## config.mk

```make
export PLATFORM = sky130hd
export DESIGN_NAME = watchdog_guard
export DESIGN_NICKNAME = d
export VERILOG_FILES = /design/src/rtl/wdtg_pkg.sv /design/src/rtl/wdtg_lock.sv /design/src/rtl/wdtg_regs.sv /design/src/rtl/wdtg_count.sv /design/src/rtl/watchdog_guard.sv
export SDC_FILE = /design/constraint.sdc
export NUM_CORES = 1
export LEC_CHECK = 0
export ABC_AREA = 0
export BUFFER_PORTS_ARGS = -buffer_cell sky130_fd_sc_hd__buf_4
export CAP_MARGIN = 20
export CELL_PAD_IN_SITES_DETAIL_PLACEMENT = 0
export CELL_PAD_IN_SITES_GLOBAL_PLACEMENT = 1
export CORE_ASPECT_RATIO = 1.75
export CORE_MARGIN = 2
export CORE_UTILIZATION = 51
export DETAILED_ROUTE_END_ITERATION = 7
export PLACE_DENSITY = 0.84
export SLEW_MARGIN = 5
export SYNTH_ARGS = -nofsm -noshare
export SYNTH_HDL_FRONTEND = slang
export SYNTH_SLANG_ARGS = --single-unit
```

## constraint.sdc

```tcl
create_clock -name clk -period 3.9 [get_ports clk]
set_clock_uncertainty 0.15 [all_clocks]
set_input_delay 0.39 -clock clk [delete_from_list [all_inputs] [get_ports clk]]
set_output_delay 0.39 -clock clk [all_outputs]
set_load 0.05 [all_outputs]
```

## src/rtl/wdtg_pkg.sv

```systemverilog
`timescale 1ns/1ps
package wdtg_pkg;
  localparam int BYTE_W = 8;
  localparam int N_RL   = 3;
  localparam int CNT_W  = BYTE_W * N_RL;

  localparam logic [1:0] A_CTRL = 2'd0;
  localparam logic [1:0] A_UP   = 2'd1;
  localparam logic [1:0] A_HI   = 2'd2;
  localparam logic [1:0] A_LO   = 2'd3;

  localparam logic [BYTE_W-1:0] KEY_FIRST  = 8'h55;
  localparam logic [BYTE_W-1:0] KEY_SECOND = 8'hAA;

  typedef enum logic [2:0] {
    LK_IDLE,
    LK_KEYED,
    LK_UP,
    LK_HI,
    LK_LO
  } lock_e;
endpackage

```

## src/rtl/wdtg_lock.sv

```systemverilog
`timescale 1ns/1ps
module wdtg_lock
  import wdtg_pkg::*;
(
  input  logic              clk,
  input  logic              rst_n,
  input  logic              wr_en,
  input  logic [1:0]        addr,
  input  logic [BYTE_W-1:0] wdata,
  output logic              key_hit,
  output logic [N_RL-1:0]   rl_we
);
  lock_e state, nxt;

  always_comb begin
    nxt     = state;
    key_hit = 1'b0;
    rl_we   = '0;
    if (wr_en) begin
      nxt = LK_IDLE;
      unique case (addr)
        A_CTRL: begin
          if (wdata == KEY_FIRST) begin
            key_hit = 1'b1;
            if (state == LK_IDLE) nxt = LK_KEYED;
          end else if (wdata == KEY_SECOND) begin
            key_hit = 1'b1;
            if (state == LK_KEYED) nxt = LK_UP;
          end
        end
        A_UP: if (state == LK_UP) begin
          rl_we[0] = 1'b1;
          nxt      = LK_HI;
        end
        A_HI: if (state == LK_HI) begin
          rl_we[1] = 1'b1;
          nxt      = LK_LO;
        end
        A_LO: if (state == LK_LO) begin
          rl_we[2] = 1'b1;
          nxt      = LK_IDLE;
        end
        default: nxt = LK_IDLE;
      endcase
    end
  end

  always_ff @(posedge clk or negedge rst_n) begin
    if (!rst_n) state <= LK_IDLE;
    else        state <= nxt;
  end

  assert_relock_after_low_R5: assert property (@(posedge clk) disable iff (!rst_n)
    rl_we[2] |=> (state == LK_IDLE));
  assert_one_reload_write_R3: assert property (@(posedge clk) disable iff (!rst_n)
    $onehot0(rl_we));
  assert_closed_drops_R4: assert property (@(posedge clk) disable iff (!rst_n)
    (state == LK_IDLE) |-> (rl_we == '0));
endmodule

```

## src/rtl/wdtg_regs.sv

```systemverilog
`timescale 1ns/1ps
module wdtg_regs
  import wdtg_pkg::*;
#(
  parameter logic [CNT_W-1:0] RELOAD_INIT = 24'hFFFFFF
)(
  input  logic              clk,
  input  logic              rst_n,
  input  logic              wr_en,
  input  logic              rd_en,
  input  logic [1:0]        addr,
  input  logic [BYTE_W-1:0] wdata,
  input  logic              key_hit,
  input  logic [N_RL-1:0]   rl_we,
  input  logic              set_wdt,
  input  logic              set_stop,
  output logic [BYTE_W-1:0] rdata,
  output logic [CNT_W-1:0]  reload,
  output logic              enable,
  output logic              rmode,
  output logic              wdt_flag,
  output logic              en_load
);
  logic [1:0]                 ctrl_q;
  logic                       wdt_f, stop_f;
  logic [N_RL-1:0][BYTE_W-1:0] rl_pk;
  logic                       ctrl_wr, rd_clr;

  assign ctrl_wr = wr_en && (addr == A_CTRL) && !key_hit;
  assign rd_clr  = rd_en && (addr == A_CTRL);
  assign en_load = ctrl_wr && wdata[0] && !ctrl_q[0];

  always_ff @(posedge clk or negedge rst_n) begin
    if (!rst_n)       ctrl_q <= 2'b00;
    else if (ctrl_wr) ctrl_q <= wdata[1:0];
  end

  always_ff @(posedge clk or negedge rst_n) begin
    if (!rst_n) begin
      wdt_f  <= 1'b0;
      stop_f <= 1'b0;
    end else begin
      if (set_wdt)     wdt_f <= 1'b1;
      else if (rd_clr) wdt_f <= 1'b0;
      if (set_stop)    stop_f <= 1'b1;
      else if (rd_clr) stop_f <= 1'b0;
    end
  end

  for (genvar i = 0; i < N_RL; i++) begin : g_byte
    logic [BYTE_W-1:0] q;
    always_ff @(posedge clk or negedge rst_n) begin
      if (!rst_n)        q <= RELOAD_INIT[(N_RL-1-i)*BYTE_W +: BYTE_W];
      else if (rl_we[i]) q <= wdata;
    end
    assign rl_pk[i] = q;
    assign reload[(N_RL-1-i)*BYTE_W +: BYTE_W] = q;
  end

  always_comb begin
    unique case (addr)
      A_CTRL:  rdata = {wdt_f, stop_f, 4'b0000, ctrl_q};
      A_UP:    rdata = rl_pk[0];
      A_HI:    rdata = rl_pk[1];
      A_LO:    rdata = rl_pk[2];
      default: rdata = '0;
    endcase
  end

  assign enable   = ctrl_q[0];
  assign rmode    = ctrl_q[1];
  assign wdt_flag = wdt_f;

  assert_key_keeps_ctrl_R2: assert property (@(posedge clk) disable iff (!rst_n)
    key_hit |=> $stable(ctrl_q));
  assert_read_clears_R11: assert property (@(posedge clk) disable iff (!rst_n)
    (rd_clr && !set_wdt) |=> !wdt_f);
endmodule

```

## src/rtl/wdtg_count.sv

```systemverilog
`timescale 1ns/1ps
module wdtg_count
  import wdtg_pkg::*;
(
  input  logic             clk,
  input  logic             rst_n,
  input  logic             enable,
  input  logic             tick,
  input  logic             load,
  input  logic [CNT_W-1:0] reload,
  output logic             expire
);
  logic [CNT_W-1:0] cnt;

  assign expire = enable && tick && !load && (cnt == '0);

  always_ff @(posedge clk or negedge rst_n) begin
    if (!rst_n)                cnt <= '0;
    else if (load)             cnt <= reload;
    else if (enable && tick)   cnt <= (cnt == '0) ? reload : cnt - 1'b1;
  end

  assert_load_value_R6: assert property (@(posedge clk) disable iff (!rst_n)
    load |=> (cnt == $past(reload)));
  assert_decrement_R7: assert property (@(posedge clk) disable iff (!rst_n)
    (enable && tick && !load && cnt != '0) |=> (cnt == CNT_W'($past(cnt) - 1'b1)));
  assert_hold_disabled_R7: assert property (@(posedge clk) disable iff (!rst_n)
    (!enable && !load) |=> $stable(cnt));
endmodule

```

## src/rtl/watchdog_guard.sv

```systemverilog
`timescale 1ns/1ps
module watchdog_guard
  import wdtg_pkg::*;
#(
  parameter logic [CNT_W-1:0] RELOAD_INIT = 24'hFFFFFF
)(
  input  logic       clk,
  input  logic       rst_n,
  input  logic       wr_en,
  input  logic       rd_en,
  input  logic [1:0] addr,
  input  logic [7:0] wdata,
  output logic [7:0] rdata,
  input  logic       tick,
  input  logic       refresh,
  input  logic       stop_mode,
  output logic       rst_req,
  output logic       stop_rec_req
);
  logic             key_hit;
  logic [N_RL-1:0]  rl_we;
  logic [CNT_W-1:0] reload;
  logic             enable, rmode, wdt_flag, en_load, expire;
  logic             set_stop;
  logic             rst_q, stop_q;

  assign set_stop = expire && rmode && stop_mode;

  wdtg_lock u_lock (
    .clk(clk), .rst_n(rst_n), .wr_en(wr_en), .addr(addr), .wdata(wdata),
    .key_hit(key_hit), .rl_we(rl_we)
  );

  wdtg_regs #(.RELOAD_INIT(RELOAD_INIT)) u_regs (
    .clk(clk), .rst_n(rst_n), .wr_en(wr_en), .rd_en(rd_en), .addr(addr),
    .wdata(wdata), .key_hit(key_hit), .rl_we(rl_we), .set_wdt(expire),
    .set_stop(set_stop), .rdata(rdata), .reload(reload), .enable(enable),
    .rmode(rmode), .wdt_flag(wdt_flag), .en_load(en_load)
  );

  wdtg_count u_count (
    .clk(clk), .rst_n(rst_n), .enable(enable), .tick(tick),
    .load(en_load || refresh), .reload(reload), .expire(expire)
  );

  always_ff @(posedge clk or negedge rst_n) begin
    if (!rst_n) begin
      rst_q  <= 1'b0;
      stop_q <= 1'b0;
    end else begin
      rst_q  <= expire && rmode && !stop_mode;
      stop_q <= set_stop;
    end
  end

  assign rst_req      = rst_q;
  assign stop_rec_req = stop_q;

  assert_req_exclusive_R9: assert property (@(posedge clk) disable iff (!rst_n)
    !(rst_q && stop_q));
  assert_req_sets_flag_R8: assert property (@(posedge clk) disable iff (!rst_n)
    rst_q |-> wdt_flag);
endmodule

```

After elaboration in Yosys (flattened, before gate mapping)

Index checks and enable logic that the tools add are counted.

Mux-type cells: 25
Eq/ne operators: 9
Add/subtract/negate cells: 1
Reductions and logical operators: 22

Operators by type and width:

| kind                                                                 | count |
|---|---|
| 24-bit two-way mux                                                   | 3 |
| 8-bit one-hot mux with 4 select lines                                | 1 |
| 24-bit logical NOT                                                   | 1 |
| 24-bit by 1-bit subtractor with 24-bit output, second input constant | 1 |
| 1-bit two-way mux                                                    | 14 |
| 3-bit two-way mux                                                    | 4 |
| 3-bit one-hot mux with 4 select lines                                | 1 |
| 1-bit logical AND                                                    | 11 |
| 8-bit by 7-bit == test with 1-bit output, second input constant      | 1 |
| 8-bit == test, second input constant                                 | 1 |
| 3-bit by 2-bit == test with 1-bit output, second input constant      | 2 |
| 2-bit nonzero test                                                   | 3 |
| 2-bit == test, second input constant                                 | 2 |
| 1-bit logical NOT                                                    | 4 |
| 2-bit two-way mux                                                    | 2 |
| 3-bit by 1-bit == test with 1-bit output, second input constant      | 1 |
| 3-bit == test, second input constant                                 | 1 |
| 3-bit logical NOT                                                    | 1 |
| 2-bit by 1-bit == test with 1-bit output, second input constant      | 1 |
| 2-bit logical NOT                                                    | 1 |
| 1-bit logical OR                                                     | 1 |

Input bits: 17
Bits in registers: 57
Output and inout port bits: 10

Longest topological paths before layout

Gate-level depths: netlist of the first run.

Word-level depth: 16
Mapped depth: 9
Mapped depth without buffers: 7

By module

Synthesis of the first run repeated with hierarchy kept, for this count alone.

Cells, all modules: 315
Area total of the unflattened synthesis: 3402.0 µm²

By module, submodules not included:

| module         | cells an instance | area each (µm²) | instances |
|---|---|---|---|
| wdtg_count     | 204               | 1764.2          | 1 |
| wdtg_regs      | 77                | 1295.0          | 1 |
| wdtg_lock      | 29                | 271.5           | 1 |
| watchdog_guard | 5                 | 71.3            | 1 |

Worst setup path before layout of the first run

OpenSTA, ideal clock, no wires.

Kind: register to register
From: register u_count.cnt[1]
To: register u_count.cnt[15]
Path buffers: 1
Stages on the path, launching flop included: 8
Required time: 3.626 ns
Clock period less this slack: 2.387 ns
Arrival time: 2.113 ns
Slack: 1.513 ns
Path through: dfrtp_1 or4_4 or2_1 buf_6 or3_4 o31ai_4 a21oi_2 a211o_1

Longest elaborated chain between the ends: 4
Elaborated cells on any way between the ends: 5

RTL lines:

| item                                                                                | line             | source |
|---|---|---|
| start, declared                                                                     | wdtg_count.sv:13 | `logic [CNT_W-1:0] cnt;` |
| start signal, assigned                                                              | wdtg_count.sv:19 | `else if (load) cnt <= reload;` |
| start signal, assigned                                                              | wdtg_count.sv:20 | `else if (enable && tick) cnt <= (cnt == '0) ? reload : cnt - 1'b1;` |
| 24-bit by 1-bit subtractor with 24-bit output or 24-bit logical NOT (tied branches) | wdtg_count.sv:20 |  |
| 24-bit two-way mux (*) (2 in series)                                                | wdtg_count.sv:20 |  |
| 24-bit two-way mux (*)                                                              | wdtg_count.sv:19 |  |

Mark *: on every way between the ends. The rest lies on a longest branch, timed or not. The select of a mux whose other input is x is not followed.
A chain may end at the register's enable or synchronous reset.

Final worst setup path of the first run

From: register u_count.cnt[14]
To: register u_count.cnt[21]

The elaborated chain is that of the path after synthesis.

==> results of run 1 <==
## power by group through the flow
stage               clock network [mW]  registers (mW)  logic (mW)
global placement                     0           0.709       0.252
detailed placement                   0           0.711       0.253
CTS                              0.587           0.701       0.256
floorplan                            0           0.693       0.179
finish                           0.582           0.703       0.255
global route                     0.607           0.710       0.282
## worst paths after layout
kind | endpoint | slack, ns | depth (start not counted)
min reg2reg | u_regs.wdt_flag$_DFFE_PN0P_ | 0.35 | 1
min in group asynchronous | u_count.cnt[15]$_DFFE_PN0P_ | 0.48 | 2
max | u_count.cnt[21]$_DFFE_PN0P_ | 1.00 | 7
min | u_regs.g_byte[2].q[0]$_DFFE_PN1P_ | 0.16 | 3
max in group asynchronous | u_count.cnt[9]$_DFFE_PN0P_ | 2.63 | 2
max reg2reg | u_count.cnt[21]$_DFFE_PN0P_ | 1.00 | 7
## worst min-delay path, cell delays in order
cell and delay, ns:
buf_4 0.14, nand2_1 0.05, o21ai_0 0.07
## layout make-up
cell class	instances	area [µm²]	area share, %
Multi-Input combinational cell	215	1608	43.93
Sequential cell	57	1456	39.79
Timing Repair Buffer	32	242.7	6.632
Clock buffer	14	172.7	4.718
Tap cell	80	100.1	2.735
Inverter	12	45.04	1.231
Clock inverter	2	35.03	0.9573
## flip-flops by register name, indices dropped and copies added (netlist names)
name,flops
u_regs.ctrl_q,2
u_count.cnt,24
u_regs.stop_f,1
u_regs.g_byte.q,24
stop_rec_req,1
u_regs.wdt_flag,1
u_lock.state,3
rst_req,1
## per-layer routing
metal / vias to the layer above / track usage, %
li1: 1200 / -
met1: 1291 / 31.15
met2: 77 / 46.02
met3: 19 / 4.475
met4: 0 / 11.34
met5: - / 0
## cell families (layout without fill, tap and decap cells)
logic type	count (synthesis)	after routing	share of synthesized area (%)
AOI/OAI and AO/OA	82	82	18.56
xor gates and xnor gates	1	1	0.2764
adders and majority gates	2	2	0.7895
buffers and inverters	26	60	3.435
DFF	57	57	45.95
muxes	34	34	13.46
and+or+nand+nor	96	96	17.53
## cell usage after synthesis (3+ instances only)
cell type   n  area share, %
a21o_1      3           0.71
a21oi_1    16            2.5
a22o_1      5            1.4
a22oi_1     6            1.4
a31oi_1     4           0.79
and3_1      3           0.59
buf_2       3           0.47
clkbuf_1   10            1.2
dfrtp_1    33             26
dfstp_2    24             20
inv_1      12            1.4
mux2_2     29             10
mux4_2      4            2.8
nand2_1    19            2.3
nand3_1    12            1.9
nand4_1    10            2.0
nor2_1     13            1.5
nor3_1      7            1.1
nor4_1      6            1.2
nor4bb_1    4            1.3
o21a_1      4           0.95
o21ai_0    15            2.4
o22a_1      7            1.9
o22ai_1     3           0.59
or3_1       5           0.99
## stage by stage
step                total power [mW]  cells  setup slack, ns
finish                         1.540    412            1.003
detailed placement            0.9647    395            1.029
floorplan                     0.8719    298            1.513
CTS                            1.545    412            1.007
global route                   1.600    412           0.8525
global placement              0.9613    395            1.027
## timing repair
action	in CTS	in global routing
buffers inserted	0	0
endpoints found under the hold margin	33	0
hold buffers	1	0
## placed cells by master (no fill, tap or decap), drive strengths merged, types with 3 or more instances in the layout
cell / netlist / layout
o21a: 4 / 4
o22ai: 3 / 3
mux2: 29 / 29
nor4bb: 4 / 4
clkbuf: 10 / 14
mux4: 4 / 4
a22oi: 6 / 6
nand4: 11 / 11
dfstp: 24 / 24
buf: 4 / 31
nand2: 20 / 20
o21ai: 15 / 15
o22a: 7 / 7
a22o: 5 / 5
dfrtp: 33 / 33
nor3: 9 / 9
nand3: 12 / 12
a21oi: 18 / 18
a21o: 3 / 3
a31oi: 4 / 4
or3: 7 / 7
nor4: 7 / 7
and3: 3 / 3
nor2: 13 / 13
inv: 12 / 12
==> summary.md, run 1 <==
| Metric | Value |
|---|---|
| Status | `completed` |
| Core ar. | `6086 µm²` |
| Initial detailed-routing violation count | `between 150 and 200` |
| Vias per inst | `6.279` |
| Tightest Hold Check Type | `in -> reg` |
| Ant diodes | `0` |
| Origin of the worst setup path | `u_count.cnt[14]$_DFFE_PN0P_` |
| Detailed placer's ending HPWL | `6.006 mm` |
| Lkg Pwr | `1.585 nW` |
| Share of layout cells above drive strength 1 | `35.54%` |
| DR vias | `2,587` |
| Arr. time, crit path | `approximately 3 ns` |
| Residual DRC | `0` |
| Combinational Power Share | `16.6%` |
| Post_cts resized | `0` |
| Initial antenna violation count | `0` |
| Post-Syn Instances | `slightly below 300` |
| Largest net degree at the start of global routing | `58` |
| CP delay by family, top | `simple AND/OR/NAND/NOR gates` |
| Tightest Pin Transition | `a little under 0.9 ns` |
| WL final | `about 8.2 mm` |
| FILL cells | `550` |
| Fin crit period | `2.897 ns` |
| Syn_nets | `~320` |
| Fin util | `60.14%` |
| Setup crit end kind | `register` |
| Peak VDD IR | `0.0003180 V` |
| FF+latch count, synth | `57` |
| CP max stage delay | `0.46 ns` |
| Critical Path Fanout Max | `26` |
| Setup_tns | `0 ns` |
| Critical path class | `reg -> reg` |
| Max-cap viol count | `0` |
| H-tree depth | `3` |
| Reg2reg start | `u_count.cnt[14]$_DFFE_PN0P_` |
| Clk slew on worst S/H paths | `0.07 ns` |
| Final Max Tran Viols | `0` |
| TritonCTS clock tree | `yes` |
| Die footprint | `6886 µm²` |
| Highest metal used | `met4` |
| Initial Utilization | `52.08%` |
| Slowest-stage cell, CP | `and2_1` |
| Min-delay src | `wdata[0]` |
| Final hold violations | `0` |
| First-pass GRT wire length | `13.43 mm` |
| Worst EP required | `roughly 4.0 ns` |
| Overall global routing resource usage | `a little over a quarter` |
| Wl on met1 | `roughly 3.2 mm` |
| Post-synth ARST share | `100.0%` |
| Critical path, cell by cell | `or3_1 > nor4_1 > nand4_2 > buf_4 > and2_1 > nor2_1 > mux2_2` |
| Number of synthesized flops with an enable pin | `0` |
| Setup violators final | `0` |
| RSZ-0062 raised after global routing | `no` |
| Post-DRT Antenna Nets | `0` |
| Clock network fraction of total power | `roughly 38%` |
| Synth unique cells | `59` |
| Max_slew headroom | `41.26%` |
| Type of origin of the critical path | `register` |
| P&R area growth vs syn | `15.48%` |
| Drt first pass iters | `4` |
| Root buffer cell | `clkbuf_8` |
| Met3 routed WL | `298 µm` |
| Max Buffers Root-to-Sink | `2` |
| Internal power | `1.095 mW` |
| GRT overflow | `0` |
| Switch Pwr | `445.1 µW` |
| Average wire per standard cell | `19.95 µm` |
| DIE WIDTH | `63.59 µm` |
| Number of I/O port buffers | `26` |
| Synthesized area per cell | `roughly 11 µm²` |
| # rows | `38` |
| Bufs and invs on worst path | `1` |
| Synth warn | `0` |
| Total CTS buffers | `9` |
| Fin crit share | `74.28%` |
| Vias in the first global route | `2,548` |
| Seq/Total Area, Yosys | `45.95%` |
| Main synth FF type | `dfrtp_1` |
| Cell area after synthesis | `3169 µm²` |
| Met2 Wirelength | `4.442 mm` |
| Post-layout nets | `roughly 350` |
| Max Fclk | `345.2 MHz` |
| Clock Sinks | `57` |
| Switching Share | `28.91%` |
| Sequential power share | `between 40% and 50%` |
| Worst skew pair latency | `about 0.35 ns` |
| Die H | `108.3 µm` |
| GP Congestion | `0.8281` |
| Post-DP Area | `~3400 µm²` |
| WHS | `around 0.16 ns` |
| Pwr per Cell Area | `approximately 420 nW/µm²` |
| # IOs | `27` |
| Finished Cell Area | `3660 µm²` |
No activity file was read; power rests on OpenSTA's default activity.
==> run 2: changes to the inputs <==
CORE_UTILIZATION = 43   (was 51)
PLACE_DENSITY = 0.75   (was 0.84)
clock period = 2.6 ns   (was 3.9 ns; I/O delays follow)
==> summary.md, run 2 (same netlist as run 1, synthesis figures left out) <==
| Metric | Value |
|---|---|
| Largest net degree at the start of global routing | `58 (unchanged)` |
| Max Buffers Root-to-Sink | `2 (unchanged)` |
| Final Max Tran Viols | `0 (unchanged)` |
| Origin of the worst setup path | `u_count.cnt[11]$_DFFE_PN0P_ (was u_count.cnt[14]$_DFFE_PN0P_)` |
| Ant diodes | `0 (unchanged)` |
| # rows | `41 (was 38)` |
| Setup_tns | `0 ns (unchanged)` |
| Finished Cell Area | `3973 µm² (was 3660 µm²)` |
| Initial detailed-routing violation count | `135 (was 158)` |
| Post-DP Area | `3632 µm² (was 3442 µm²)` |
| H-tree depth | `3 (unchanged)` |
| Average wire per standard cell | `20.00 µm (was 19.95 µm)` |
| Switching Share | `26.34% (was 28.91%)` |
| Max Fclk | `407.5 MHz (was 345.2 MHz)` |
| Fin crit share | `94.39% (was 74.28%)` |
| P&R area growth vs syn | `25.35% (was 15.48%)` |
| Post-route insts no fill | `439 (was 412)` |
| Final Power | `2.771 mW (was 1.540 mW)` |
| Internal power | `2.041 mW (was 1.095 mW)` |
| Critical path class | `reg -> reg (unchanged)` |
| Clk slew on worst S/H paths | `0.05 ns (was 0.07 ns)` |
| WL final | `8.778 mm (was 8.221 mm)` |
| Worst EP required | `2.65 ns (was 3.98 ns)` |
| Fin crit period | `2.454 ns (was 2.897 ns)` |
| Commonest non-fill, non-tap cell in the layout | `buf_4 (was dfrtp_1)` |
| Vias in the first global route | `2,735 (was 2,548)` |
| Overall global routing resource usage | `24.36% (was 26.14%)` |
| Drt first pass iters | `4 (unchanged)` |
| Initial Utilization | `44.13% (was 52.08%)` |
| Die H | `117.6 µm (was 108.3 µm)` |
| Sequential power share | `37.8% (was 45.6%)` |
| Tightest Pin Transition | `0.7492 ns (was 0.8810 ns)` |
| Min-delay src | `wdata[0] (unchanged)` |
| Setup crit end kind | `register (unchanged)` |
| Post-CTS setup buffers | `0 (unchanged)` |
| Final hold violations | `0 (unchanged)` |
| Arr. time, crit path | `2.51 ns (was 2.98 ns)` |
| DR vias | `2,677 (was 2,587)` |
| Clock Sinks | `57 (unchanged)` |
| Residual DRC | `0 (unchanged)` |
| Placed insts | `422 (was 395)` |
| Setup violators final | `0 (unchanged)` |
| Tightest Hold Check Type | `in -> reg (unchanged)` |
| Root buffer cell | `clkbuf_16 (was clkbuf_8)` |
| Post-layout nets | `367 (was 346)` |
| Total CTS buffers | `9 (unchanged)` |
| Post_cts resized | `0 (unchanged)` |
| Critical Path Fanout Max | `5 (was 26)` |
| Initial antenna violation count | `0 (unchanged)` |
| Vias per inst | `6.098 (was 6.279)` |
| Switch Pwr | `729.7 µW (was 445.1 µW)` |
| Core ar. | `7182 µm² (was 6086 µm²)` |
| Hold Buf Count CTS | `1 (unchanged)` |
| Max_slew headroom | `50.05% (was 41.26%)` |
| Reg2reg start | `u_count.cnt[11]$_DFFE_PN0P_ (was u_count.cnt[14]$_DFFE_PN0P_)` |
| Post-DRT Antenna Nets | `0 (unchanged)` |
| Fin util | `55.31% (was 60.14%)` |
| DIE WIDTH | `68.90 µm (was 63.59 µm)` |
| Clock network fraction of total power | `46.5% (was 37.8%)` |
| Share of layout cells above drive strength 1 | `39.94% (was 35.54%)` |
| Number of I/O port buffers | `26 (unchanged)` |
| First-pass GRT wire length | `14.36 mm (was 13.43 mm)` |
| Status | `completed (unchanged)` |
| Lkg Pwr | `1.752 nW (was 1.585 nW)` |
| Type of origin of the critical path | `register (unchanged)` |
| Die footprint | `8100 µm² (was 6886 µm²)` |
| TritonCTS clock tree | `yes (unchanged)` |
| GP Congestion | `0.8140 (was 0.8281)` |
| Setup ws final | `0.1459 ns (was 1.003 ns)` |
| Peak VDD IR | `0.0005380 V (was 0.0003180 V)` |
| Worst skew pair latency | `0.33 ns (was 0.35 ns)` |
| Max-cap viol count | `0 (unchanged)` |
| GRT overflow | `0 (unchanged)` |
| Top flop regs | `u_count.cnt: 24 flops, u_regs.g_byte.q: 24 flops, u_lock.state: 3 flops (unchanged)` |
| Pwr per Cell Area | `697.5 nW/µm² (was 420.7 nW/µm²)` |
| WHS | `0.05262 ns (was 0.1639 ns)` |
| Pre-CTS WS | `0.1517 ns (was 1.029 ns)` |
| Detailed placer's ending HPWL | `6.599 mm (was 6.006 mm)` |
| Combinational Power Share | `15.7% (was 16.6%)` |
| RSZ-0062 raised after global routing | `no (unchanged)` |
| # IOs | `27 (unchanged)` |
| FILL cells | `677 (was 550)` |
| Commonest non-fill, non-tap cells in the layout | `buf_4, dfrtp_1, mux2_2 (was dfrtp_1, buf_4, mux2_2)` |
## run 2: cell count changes in the layout (fill, tap and decap cells not counted)
cell | before | now
clkbuf_1 | 2 | 0
bufinv_16 | 1 | 2
clkbuf_8 | 12 | 2
buf_4 | 31 | 50
clkinvlp_4 | 0 | 1
buf_12 | 0 | 2
clkbuf_16 | 0 | 9
clkinv_2 | 1 | 2
## run 2: cell type report
type / count / area (µm²) / share of cell area [%]
Multi-Input combinational cell: 215 / 1608 / 40.47
Sequential cell: 57 / 1456 / 36.66
Timing Repair Buffer: 53 / 425.4 / 10.71
Clock buffer: 11 / 252.7 / 6.362
Tap cell: 86 / 107.6 / 2.709
Clock inverter: 5 / 77.57 / 1.953
Inverter: 12 / 45.04 / 1.134
## run 2: final timing paths
check	to	slack (ns)	cells after the start
hold / removal	u_regs.g_byte[2].q[0]$_DFFE_PN1P_	0.05	3
max in group asynchronous	u_count.cnt[12]$_DFFE_PN0P_	1.39	2
hold reg to reg	u_regs.wdt_flag$_DFFE_PN0P_	0.35	1
setup / recovery	u_count.cnt[22]$_DFFE_PN0P_	0.15	6
setup reg to reg	u_count.cnt[22]$_DFFE_PN0P_	0.15	6
min in group asynchronous	u_count.cnt[7]$_DFFE_PN0P_	0.38	2
## run 2: power groups by stage
stage / clock (mW) / sequential (mW) / combinational [mW]
final: 1.29 / 1.05 / 0.435
after global routing: 1.36 / 1.06 / 0.480
after CTS: 1.31 / 1.05 / 0.437
after detailed placement: 0 / 1.06 / 0.432
after global placement: 0 / 1.06 / 0.429
after floorplan: 0 / 1.04 / 0.269
## run 2: worst max-delay path: stages, from the launching register on
cell and delay (ns):
dfrtp_1 0.42, or3_1 0.44, or3_1 0.43, nor4_2 0.31
nand3_1 0.19, o22ai_1 0.16, o2bb2a_1 0.23
## run 2: layer usage
metal | up-vias | share of wire, % | GRT usage (%)
li1 | 1252 | - | -
met1 | 1332 | 39 | 29.16
met2 | 81 | 55 | 41.23
met3 | 12 | 3.6 | 5.067
met4 | 0 | 2.3 | 9.436
met5 | - | 0 | 0
